**config.mk**
```make
export PLATFORM = sky130hd
export DESIGN_NAME = bitslice_alu
export DESIGN_NICKNAME = d
export VERILOG_FILES = /design/src/rtl/alu_slice_pkg.sv /design/src/rtl/alu_arith_bit.sv /design/src/rtl/alu_logic_bit.sv /design/src/rtl/alu_stage.sv /design/src/rtl/alu_flags.sv /design/src/rtl/bitslice_alu.sv
export SDC_FILE = /design/constraint.sdc
export NUM_CORES = 1
export LEC_CHECK = 0
export ABC_CLOCK_PERIOD_IN_PS = 3400
export CORE_ASPECT_RATIO = 0.9
export CORE_MARGIN = 2
export CORE_UTILIZATION = 30
export DETAILED_ROUTE_END_ITERATION = 12
export PLACE_DENSITY = 0.67
export SYNTH_ARGS = -nofsm -noshare
export SYNTH_HDL_FRONTEND = slang
export SYNTH_SLANG_ARGS = --single-unit
```
**constraint.sdc**
```tcl
create_clock -name vclk -period 3.4
set_input_delay 0.34 -clock vclk [all_inputs]
set_output_delay 0.34 -clock vclk [all_outputs]
set_load 0.005 [all_outputs]
```
**src/rtl/alu_slice_pkg.sv**
```systemverilog
`timescale 1ns/1ps
package alu_slice_pkg;

   // Second adder operand chosen by the low function-select bits
   typedef enum logic [1:0] {
      YSEL_ZERO = 2'b00,
      YSEL_B    = 2'b01,
      YSEL_NB   = 2'b10,
      YSEL_ONES = 2'b11
   } ysel_e;

   // Bitwise operation chosen by the low function-select bits
   typedef enum logic [1:0] {
      LOP_XOR  = 2'b00,
      LOP_OR   = 2'b01,
      LOP_AND  = 2'b10,
      LOP_NOTA = 2'b11
   } lop_e;

   typedef struct packed {
      logic       logic_mode;
      logic [1:0] code;
   } fsel_t;

endpackage

```
**src/rtl/alu_arith_bit.sv**
```systemverilog
`timescale 1ns/1ps
module alu_arith_bit
   import alu_slice_pkg::*;
(
   input  logic  a,
   input  logic  b,
   input  logic  cin,
   input  ysel_e ysel,
   output logic  y,
   output logic  sum,
   output logic  cout
);

   always_comb begin
      unique case (ysel)
         YSEL_ZERO: y = 1'b0;
         YSEL_B:    y = b;
         YSEL_NB:   y = ~b;
         default:   y = 1'b1;
      endcase
   end

   assign sum  = a ^ y ^ cin;
   assign cout = (a & y) | (cin & (a ^ y));

   // adding a zero operand never generates a carry on its own
   always_comb begin
      if (ysel == YSEL_ZERO)
         p_zero_y_no_gen_r1: assert (cout == (a & cin))
            else $error("zero operand generated a carry");
   end

endmodule

```
**src/rtl/alu_logic_bit.sv**
```systemverilog
`timescale 1ns/1ps
module alu_logic_bit
   import alu_slice_pkg::*;
(
   input  logic a,
   input  logic b,
   input  lop_e op,
   output logic r
);

   always_comb begin
      unique case (op)
         LOP_XOR: r = a ^ b;
         LOP_OR:  r = a | b;
         LOP_AND: r = a & b;
         default: r = ~a;
      endcase
   end

endmodule

```
**src/rtl/alu_stage.sv**
```systemverilog
`timescale 1ns/1ps
module alu_stage
   import alu_slice_pkg::*;
(
   input  logic  a,
   input  logic  b,
   input  logic  cin,
   input  fsel_t fsel,
   output logic  y,
   output logic  g,
   output logic  cout
);

   logic sum_bit;
   logic log_bit;

   alu_arith_bit u_arith (
      .a    (a),
      .b    (b),
      .cin  (cin),
      .ysel (ysel_e'(fsel.code)),
      .y    (y),
      .sum  (sum_bit),
      .cout (cout)
   );

   alu_logic_bit u_logic (
      .a  (a),
      .b  (b),
      .op (lop_e'(fsel.code)),
      .r  (log_bit)
   );

   assign g = fsel.logic_mode ? log_bit : sum_bit;

   always_comb begin
      if (fsel == 3'b111)
         p_inv_a_r8: assert (g == ~a)
            else $error("inverse stage mismatch");
      if (fsel == 3'b100)
         p_xor_r5: assert (g == (a != b))
            else $error("xor stage mismatch");
   end

endmodule

```
**src/rtl/alu_flags.sv**
```systemverilog
`timescale 1ns/1ps
module alu_flags #(
   parameter int WIDTH = 4
) (
   input  logic [WIDTH-1:0] g,
   input  logic             c_into_msb,
   input  logic             c_out_msb,
   input  logic             logic_mode,
   output logic             ovf,
   output logic             zero,
   output logic             neg
);

   localparam int MSB = WIDTH - 1;

   assign ovf  = ~logic_mode & (c_into_msb ^ c_out_msb);
   assign zero = ~|g;
   assign neg  = g[MSB];

endmodule

```
**src/rtl/bitslice_alu.sv**
```systemverilog
`timescale 1ns/1ps
module bitslice_alu
   import alu_slice_pkg::*;
#(
   parameter int WIDTH = 4
) (
   input  logic [WIDTH-1:0] opa,
   input  logic [WIDTH-1:0] opb,
   input  logic [2:0]       fsel,
   input  logic             carry_in,
   output logic [WIDTH-1:0] result,
   output logic             ovf_flag,
   output logic             zero_flag,
   output logic             neg_flag
);

   localparam int MSB = WIDTH - 1;

   if (WIDTH < 2) begin : g_bad_width
      initial $fatal(1, "bitslice_alu: WIDTH must be at least 2");
   end

   fsel_t            sel_s;
   logic [WIDTH:0]   carry;
   logic [WIDTH-1:0] yop;

   assign sel_s    = fsel_t'(fsel);
   assign carry[0] = carry_in;

   for (genvar i = 0; i < WIDTH; i++) begin : g_stage
      alu_stage u_stage (
         .a    (opa[i]),
         .b    (opb[i]),
         .cin  (carry[i]),
         .fsel (sel_s),
         .y    (yop[i]),
         .g    (result[i]),
         .cout (carry[i+1])
      );
   end

   alu_flags #(.WIDTH(WIDTH)) u_flags (
      .g          (result),
      .c_into_msb (carry[MSB]),
      .c_out_msb  (carry[WIDTH]),
      .logic_mode (sel_s.logic_mode),
      .ovf        (ovf_flag),
      .zero       (zero_flag),
      .neg        (neg_flag)
   );

   logic [WIDTH-1:0] chk_add;
   logic [WIDTH-1:0] chk_sub;

   always_comb begin
      chk_add = opa + opb + {{(WIDTH-1){1'b0}}, carry_in};
      chk_sub = opa - opb;
      if (fsel == 3'b001)
         p_add_r2: assert (result == chk_add)
            else $error("add mismatch");
      if (fsel == 3'b010 && carry_in)
         p_sub_r3: assert (result == chk_sub)
            else $error("subtract mismatch");
      if (fsel[2])
         p_no_overflow_r9: assert (!ovf_flag)
            else $error("overflow flagged in logic mode");
      if (!fsel[2])
         p_ovf_sign_r9: assert (ovf_flag ==
               ((opa[MSB] == yop[MSB]) && (result[MSB] != opa[MSB])))
            else $error("overflow sign rule broken");
      p_zero_r10: assert (zero_flag == (result == '0))
         else $error("zero flag mismatch");
      p_neg_r11: assert (neg_flag == result[MSB])
         else $error("negative flag mismatch");
   end

endmodule

```
==> run metrics, run 1 <==
run status complete, no violations; row cnt 14; FFs & Latches 0; Crit Path Max Fanout 3; fin cells 106; wirelength, routed 1020 um; CP endpoint neg_flag; CLK BUF 0; design area 742 um^2; Net Count, Synth 87; CP arrival a little under 3 ns; Seq/Total Area, Yosys 0%; CORE AREA approximately 1600 um^2; Final Hold Viols 0; grt total ovfl 0; number of diodes 0; initial drt markers 2; drt wl/cell ~9.6 um; DRC viols 0; Mapped Cells 63; final slew viol count 0; hold buffers post-CTS 0; # setup viols final 0; Post-DP Area roughly 730 um^2; Syn-to-layout area delta 42.2%; leakage dissipation approximately 0.36 nW; Power Total roughly 110 uW; Power Dens Cells ~150 nW/um^2; Buffers on Ports 19; largest cells by area after synthesis ha_1 19%, fa_1 15%, inv_1 8.6%, mux2i_1 7.7%, buf_4 7.2%; # placed instances between 100 and 150; nets@finish around 110; crit path capture type primary output; die width around 48 um; Max Freq 303 MHz; pin count of the biggest net entering global routing 18; DR vias between 400 and 500; Max transition margin between 70% and 80%; Yosys cell types 23; synthesized area ~520 um^2; global-route wire length before repair ~1700 um; HPWL after detailed placement around 850 um; worst setup margin 0.104 ns; CP required 3.06 ns; Die H ~44 um; layout cells sized above 1 23.2%; register area 0 um^2; top cell type's share of synthesized area 19.2%; die area about 2100 um^2; pre-CTS WS -0.563 ns; Worst setup startpoint fsel[1]; worst hold path class in -> out; initial antenna violation count 0; initial core utilization between 30% and 40%; Max VDD drop around 0.066 mV; area leader, netlist ha_1; antenna viol nets, final 0; Critical Path Source Type input pin; Least-Margin Pin Slew about 0.42 ns; GRT Overall Usage approximately 11%; drt first pass iters 3; Synth warnings 0; Setup Crit Path Kind in -> out; Fin Hold WS about 1.5 ns; vias in the first global route just over 400; io pins 19; Via-to-Cell Ratio around 4.4; Post-Syn Area per Cell a little over 8 um^2; Period minus WS final roughly 3.3 ns; crit share post-route 96.9%; gpl congestion slightly above 0.7; maxcap violations 0
[layer usage]
layer | part of all wire [%] | vias to the layer above | GRT usage (%)
met3 | 7.1 | 0 | 1.25
met1 | 46 | 216 | 17.3
met5 | 0 | - | 0
li1 | - | 242 | -
met2 | 47 | 13 | 16.0
met4 | 0 | 0 | 0.541
[report_power, final]
part | switching, mW | internal [mW] | total [mW] | leakage [nW]
combinational | 0.0472 | 0.0666 | 0.114 | 0.355
clock | 0 | 0 | 0 | 0
sequential | 0 | 0 | 0 | 0
total | 0.0472 | 0.0666 | 0.114 | 0.355
[timing repair]
item / 4_1_cts / 5_1_grt
setup buffers: 0 / 1
resized for setup: 22 / 0
pin swaps: 5 / 3
setup endpoints to repair: 5 / 3
[critical path, stage by stage]
cell,delay [ns]
dlygate4sd2_1,0.25
mux2_4,0.28
fa_2,0.35
fa_2,0.36
inv_2,0.06
fa_2,0.21
fa_1,0.40
nor2b_1,0.14
a311oi_1,0.21
buf_4,0.16
clkdlybuf4s15_1,0.20
[how the worst min path moves through the flow]
stage | from | to | slack [ns] | cells past startpoint
3_5_place_dp | fsel[2] | ovf_flag | 1.93 | 3
6_report | fsel[1] | zero_flag | 1.46 | 6
2_1_floorplan | fsel[2] | ovf_flag | 0.88 | 2
5_1_grt | fsel[1] | zero_flag | 1.54 | 6
3_3_place_gp | fsel[2] | ovf_flag | 1.93 | 3
4_1_cts | fsel[1] | zero_flag | 1.46 | 6
[through the flow]
step | util [%] | setup TNS (ns)
after floorplan | - | 0
after global placement | 44.1 | -2.01
after detailed placement | 44.1 | -2.03
after CTS | 44.6 | 0
after global routing | 45.1 | -0.0136
final | 45.1 | 0
[Yosys cell counts, types with 2 or more instances]
cell	number
nor2_1	2
o21ai_0	2
buf_4	5
inv_1	12
a311oi_1	2
mux2i_1	4
fa_1	4
or2_1	2
nor2b_1	2
o221ai_1	2
ha_1	8
nand2_1	6
mux2_2	2
[cell usage in the layout (no fill, tap or decap), types with 3 or more instances in the layout]
master,instances
fa_2,3
buf_4,7
nand2_1,6
clkdlybuf4s50_1,11
inv_1,11
ha_1,8
dlygate4sd2_1,3
clkdlybuf4s15_1,3
mux2i_1,4
[kinds of logic after synthesis]
| group | Yosys count | share of synthesized area (%) |
|---|---|---|
| xor gates and xnor gates | 1 | 1.68 |
| muxes | 6 | 12.0 |
| AOI/OAI and AO/OA | 10 | 14.6 |
| buffers and inverters | 20 | 21.6 |
| adders and majority gates | 12 | 34.5 |
| and+or+nand+nor | 14 | 15.6 |
[cell type report]
| class | instances | area [um^2] |
|---|---|---|
| multi-input cells | 43 | 420 |
| repair buffers | 27 | 246 |
| inverters | 12 | 45.0 |
| well taps | 24 | 30.0 |
| fillers | 184 | 905 |
No activity file was read; power rests on OpenSTA's default activity.
==> run 2: changes to the inputs <==
--- a/config.mk
+++ b/config.mk
@@ -7,7 +7,6 @@
 export LEC_CHECK = 0
 export ABC_CLOCK_PERIOD_IN_PS = 3400
 export CORE_ASPECT_RATIO = 0.9
-export CORE_MARGIN = 2
 export CORE_UTILIZATION = 30
 export DETAILED_ROUTE_END_ITERATION = 12
 export PLACE_DENSITY = 0.67
==> run 2 against run 1 <==
Count of clock-buffer cells in the layout unchanged. Flip-flop and latch count did not move. First-iteration DRC count grew 50%. Via count up 7.4%. Global-route usage is 2.3 points higher. Cell count grew 2.8%. Hold slack got worse by 0.13 ns. Sequential share of layout area unchanged. Total power up 12%. Critical path depth is 1 lower. Cell area rose by 3.0%. Combinational power increased by 11%. Largest power group unchanged.
==> run metrics, run 2 (same netlist as run 1, synthesis figures left out) <==
run status complete, no violations; hold buffers post-CTS 0; Die H roughly 42 um; Crit Path Max Fanout 2; Max transition margin 66.0%; gpl congestion 0.786; Syn-to-layout area delta 46.5%; Fin Hold WS about 1.3 ns; # setup viols final 0; die width 46.0 um; design area 764 um^2; Max VDD drop 0.105 mV; vias in the first global route 481; Least-Margin Pin Slew about 0.51 ns; Power Dens Cells 167 nW/um^2; Setup Crit Path Kind in -> out; register area 0 um^2; wirelength, routed 1110 um; grt total ovfl 0; HPWL after detailed placement between 800 and 900 um; layout cells sized above 1 roughly a third; CP arrival slightly below 3 ns; CORE AREA about 1500 um^2; Buffers on Ports 19; crit path capture type primary output; maxcap violations 0; leakage dissipation between 0.3 and 0.4 nW; FFs & Latches 0; drt first pass iters 4; Critical Path Source Type input pin; worst hold path class in -> out; initial core utilization 34.1%; Power Total 127 uW; pin count of the biggest net entering global routing 18; nets@finish 113; global-route wire length before repair between 1500 and 2000 um; Final Hold Viols 0; Via-to-Cell Ratio approximately 4.6; initial drt markers 3; number of diodes 0; commonest non-fill, non-tap cell in the layout buf_4; Post-DP Area approximately 750 um^2; crit share post-route approximately 96%; hold path depth 6; Hold Path End zero_flag; DRC viols 0; RSZ-0062 raised after global routing false; final slew viol count 0; GRT Overall Usage 13.1%; drt wl/cell 10.2 um; io pins 19; filler cell count about 160; DR vias 506; Period minus WS final between 3 and 4 ns; initial antenna violation count 0; worst hold start fsel[1]; Max Freq 308 MHz; CLK BUF 0; die area ~1900 um^2; antenna viol nets, final 0; row cnt 13; commonest non-fill, non-tap cells in the layout 13 x buf_4, 11 x inv_1, 10 x clkdlybuf4s50_1, 8 x ha_1, 6 x nand2_1; CP required 3.06 ns
## run 2: stage by stage
step | setup TNS, ns | worst slack (ns) | util, % | cells
floorplan | 0 | 0.0722 | - | 63
global placement | -2.14 | -0.625 | 48.9 | 106
detailed placement | -2.31 | -0.670 | 48.9 | 106
CTS | 0 | 0.0451 | 49.8 | 108
global route | 0 | 0.0258 | 50.0 | 109
finish | 0 | 0.153 | 50.0 | 109
## run 2: layout make-up
| class | count | area, um^2 | share of cell area [%] |
|---|---|---|---|
| inverters | 12 | 45.0 | 5.89 |
| multi-input cells | 43 | 434 | 56.8 |
| well taps | 22 | 27.5 | 3.60 |
| repair buffers | 32 | 258 | 33.7 |
## run 2: report_power, final
part	switching, mW	leakage [nW]	internal [mW]
registers	0	0	0
logic	0.0519	0.383	0.0755
clock network	0	0	0
total	0.0519	0.383	0.0755
## run 2: critical path, cell delays in order
cell and delay (ns):
buf_2 0.11, mux2_4 0.29, fa_2 0.34, fa_2 0.34, inv_2 0.06, fa_2 0.41
nor2b_1 0.14, a311oi_1 0.23, buf_4 0.16, clkdlybuf4s50_1 0.49
## run 2: timing repair
action                     4_1_cts  5_1_grt
setup endpoints to repair        5        3
gates resized for setup         30        1
setup buffers                    2        2
pin swaps                        5        5
## run 2: worst max path at each step
stage / endpoint / from / slack, ns / cells after the start
5_1_grt: neg_flag / opb[0] / 0.03 / 11
6_report: result[2] / opb[0] / 0.15 / 10
3_5_place_dp: zero_flag / opb[0] / -0.67 / 12
3_3_place_gp: zero_flag / opb[0] / -0.62 / 12
4_1_cts: zero_flag / opb[0] / 0.05 / 13
2_1_floorplan: result[3] / fsel[0] / 0.07 / 11
## run 2: layer usage
layer | share of wire [%] | vias to the layer above | global-route usage, %
met5 | 0 | - | 0
met4 | 0 | 0 | 0.588
met3 | 5.3 | 0 | 0
met2 | 50 | 13 | 24.5
met1 | 45 | 239 | 16.9
li1 | - | 254 | -
==> run 3: changes to the inputs <==
--- a/config.mk
+++ b/config.mk
@@ -6,10 +6,11 @@
 export NUM_CORES = 1
 export LEC_CHECK = 0
 export ABC_CLOCK_PERIOD_IN_PS = 3400
-export CORE_ASPECT_RATIO = 0.9
-export CORE_UTILIZATION = 30
+export CAP_MARGIN = 5
+export CORE_AREA = 2 2 39 41
 export DETAILED_ROUTE_END_ITERATION = 12
-export PLACE_DENSITY = 0.67
+export DIE_AREA = 0 0 41 43
+export PLACE_DENSITY = 0.81
 export SYNTH_ARGS = -nofsm -noshare
 export SYNTH_HDL_FRONTEND = slang
 export SYNTH_SLANG_ARGS = --single-unit
==> run 3 against run 2 <==
Maximum frequency down 0.73%. First-iteration DRC count up 100%. Via count shrank 4.2%. Combinational power about the same. Count of clock-buffer cells in the layout unchanged. Cell area shrank 0.65%. Non-clock buffer count decreased by 1. Critical endpoint is now zero_flag. Largest cell class unchanged.
==> run metrics, run 3 (same netlist as run 1, synthesis figures left out) <==
run status complete, no violations; Power Dens Cells 164 nW/um^2; HPWL after detailed placement 946 um; number of diodes 0; final slew viol count 0; Setup Crit Path Kind in -> out; DR vias roughly 490; gpl congestion 0.779; nets@finish 112; Max VDD drop about 0.096 mV; initial drt markers 6; Fin Hold WS about 1.3 ns; Critical Path Source Type input pin; die area between 1500 and 2000 um^2; CLK BUF 0; global-route wire length before repair roughly 1900 um; commonest non-fill, non-tap cells in the layout 12 x buf_4, 11 x inv_1, 9 x clkdlybuf4s50_1, 8 x ha_1, 6 x nand2_1; Crit Path Max Fanout 2; CP required slightly above 3 ns; FFs & Latches 0; drt first pass iters 4; vias in the first global route 430; Final Hold Viols 0; Max Freq 306 MHz; io pins 19; die width ~40 um; crit share post-route between 90% and 100%; worst hold path class in -> out; Power Total between 100 and 150 uW; layout cells sized above 1 approximately 33%; grt total ovfl 0; Period minus WS final approximately 3.3 ns; # setup viols final 0; wirelength, routed 1160 um; row cnt 14; initial core utilization a little under two fifths; Max transition margin 70.2%; Syn-to-layout area delta 45.6%; GRT Overall Usage roughly 15%; Least-Margin Pin Slew ~0.45 ns; Die H around 43 um; CORE AREA between 1000 and 1500 um^2; commonest non-fill, non-tap cell in the layout buf_4; leakage dissipation just under 0.4 nW; drt wl/cell 11.3 um; crit path capture type primary output; register area 0 um^2; Buffers on Ports 19; antenna viol nets, final 0; DRC viols 0; pin count of the biggest net entering global routing 16; maxcap violations 0; RSZ-0062 raised after global routing false; initial antenna violation count 0; CP arrival about 2.9 ns; Via-to-Cell Ratio 4.75
[run 3: cell count changes in the layout (fill, tap and decap cells not counted), sizes merged]
cell,previous run,this run
dlymetal6s2s,0,2
clkbuf,1,0
dlygate4sd2,4,2
clkdlybuf4s50,10,9
clkdlybuf4s15,0,1
[run 3: where the power goes]
| part | internal, mW | switching (mW) | total, mW |
|---|---|---|---|
| combinational | 0.0712 | 0.0535 | 0.125 |
| clock | 0 | 0 | 0 |
| sequential | 0 | 0 | 0 |
[run 3: area by class of cell]
| cell class | instances | area (um^2) |
|---|---|---|
| fillers | 128 | 624 |
| inverters | 12 | 45.0 |
| multi-input cells | 43 | 435 |
| well taps | 16 | 20.0 |
| repair buffers | 31 | 259 |
[run 3: stage by stage]
step	area [um^2]	std cells	worst slack (ns)	TNS, ns	util [%]
after detailed placement	732	99	-0.622	-2.30	52.9
after floorplan	522	63	0.0722	0	-
after global placement	732	99	-0.543	-2.01	52.9
final	759	102	0.129	0	54.9
after CTS	738	101	0.00955	0	53.3
after global routing	759	102	0.00953	0	54.9
[run 3: path summary, 6_finish.rpt]
check / startpoint / end / slack (ns) / cells past startpoint
setup / recovery: fsel[1] / zero_flag / 0.13 / 13
hold / removal: fsel[1] / result[2] / 1.27 / 4
[run 3: what timing repair did]
item	in CTS	in global routing
resized for setup	31	3
hold buffers	0	0
endpoints found under the setup margin	5	2
pin swaps	5	5
setup buffers	2	1
endpoints found under the hold margin	0	0
[run 3: routing by layer]
layer  GRT usage, %  vias up  part of all wire [%]  wire length [um]
met2           27.5        9                    55               642
met4              0        0                     0                 0
met3              0        0                   1.8                21
met5              0        -                     0                 0
li1               -      252                     -                 -
met1           19.1      224                    43               493
[run 3: worst max-delay path, cell delays in order]
cell,delay [ns]
clkdlybuf4s15_2,0.19
mux2_4,0.27
fa_2,0.34
fa_2,0.34
inv_2,0.06
fa_2,0.21
fa_1,0.38
nor2b_1,0.13
a311oi_1,0.22
buf_4,0.16
buf_4,0.11
nor4_4,0.04
buf_2,0.14
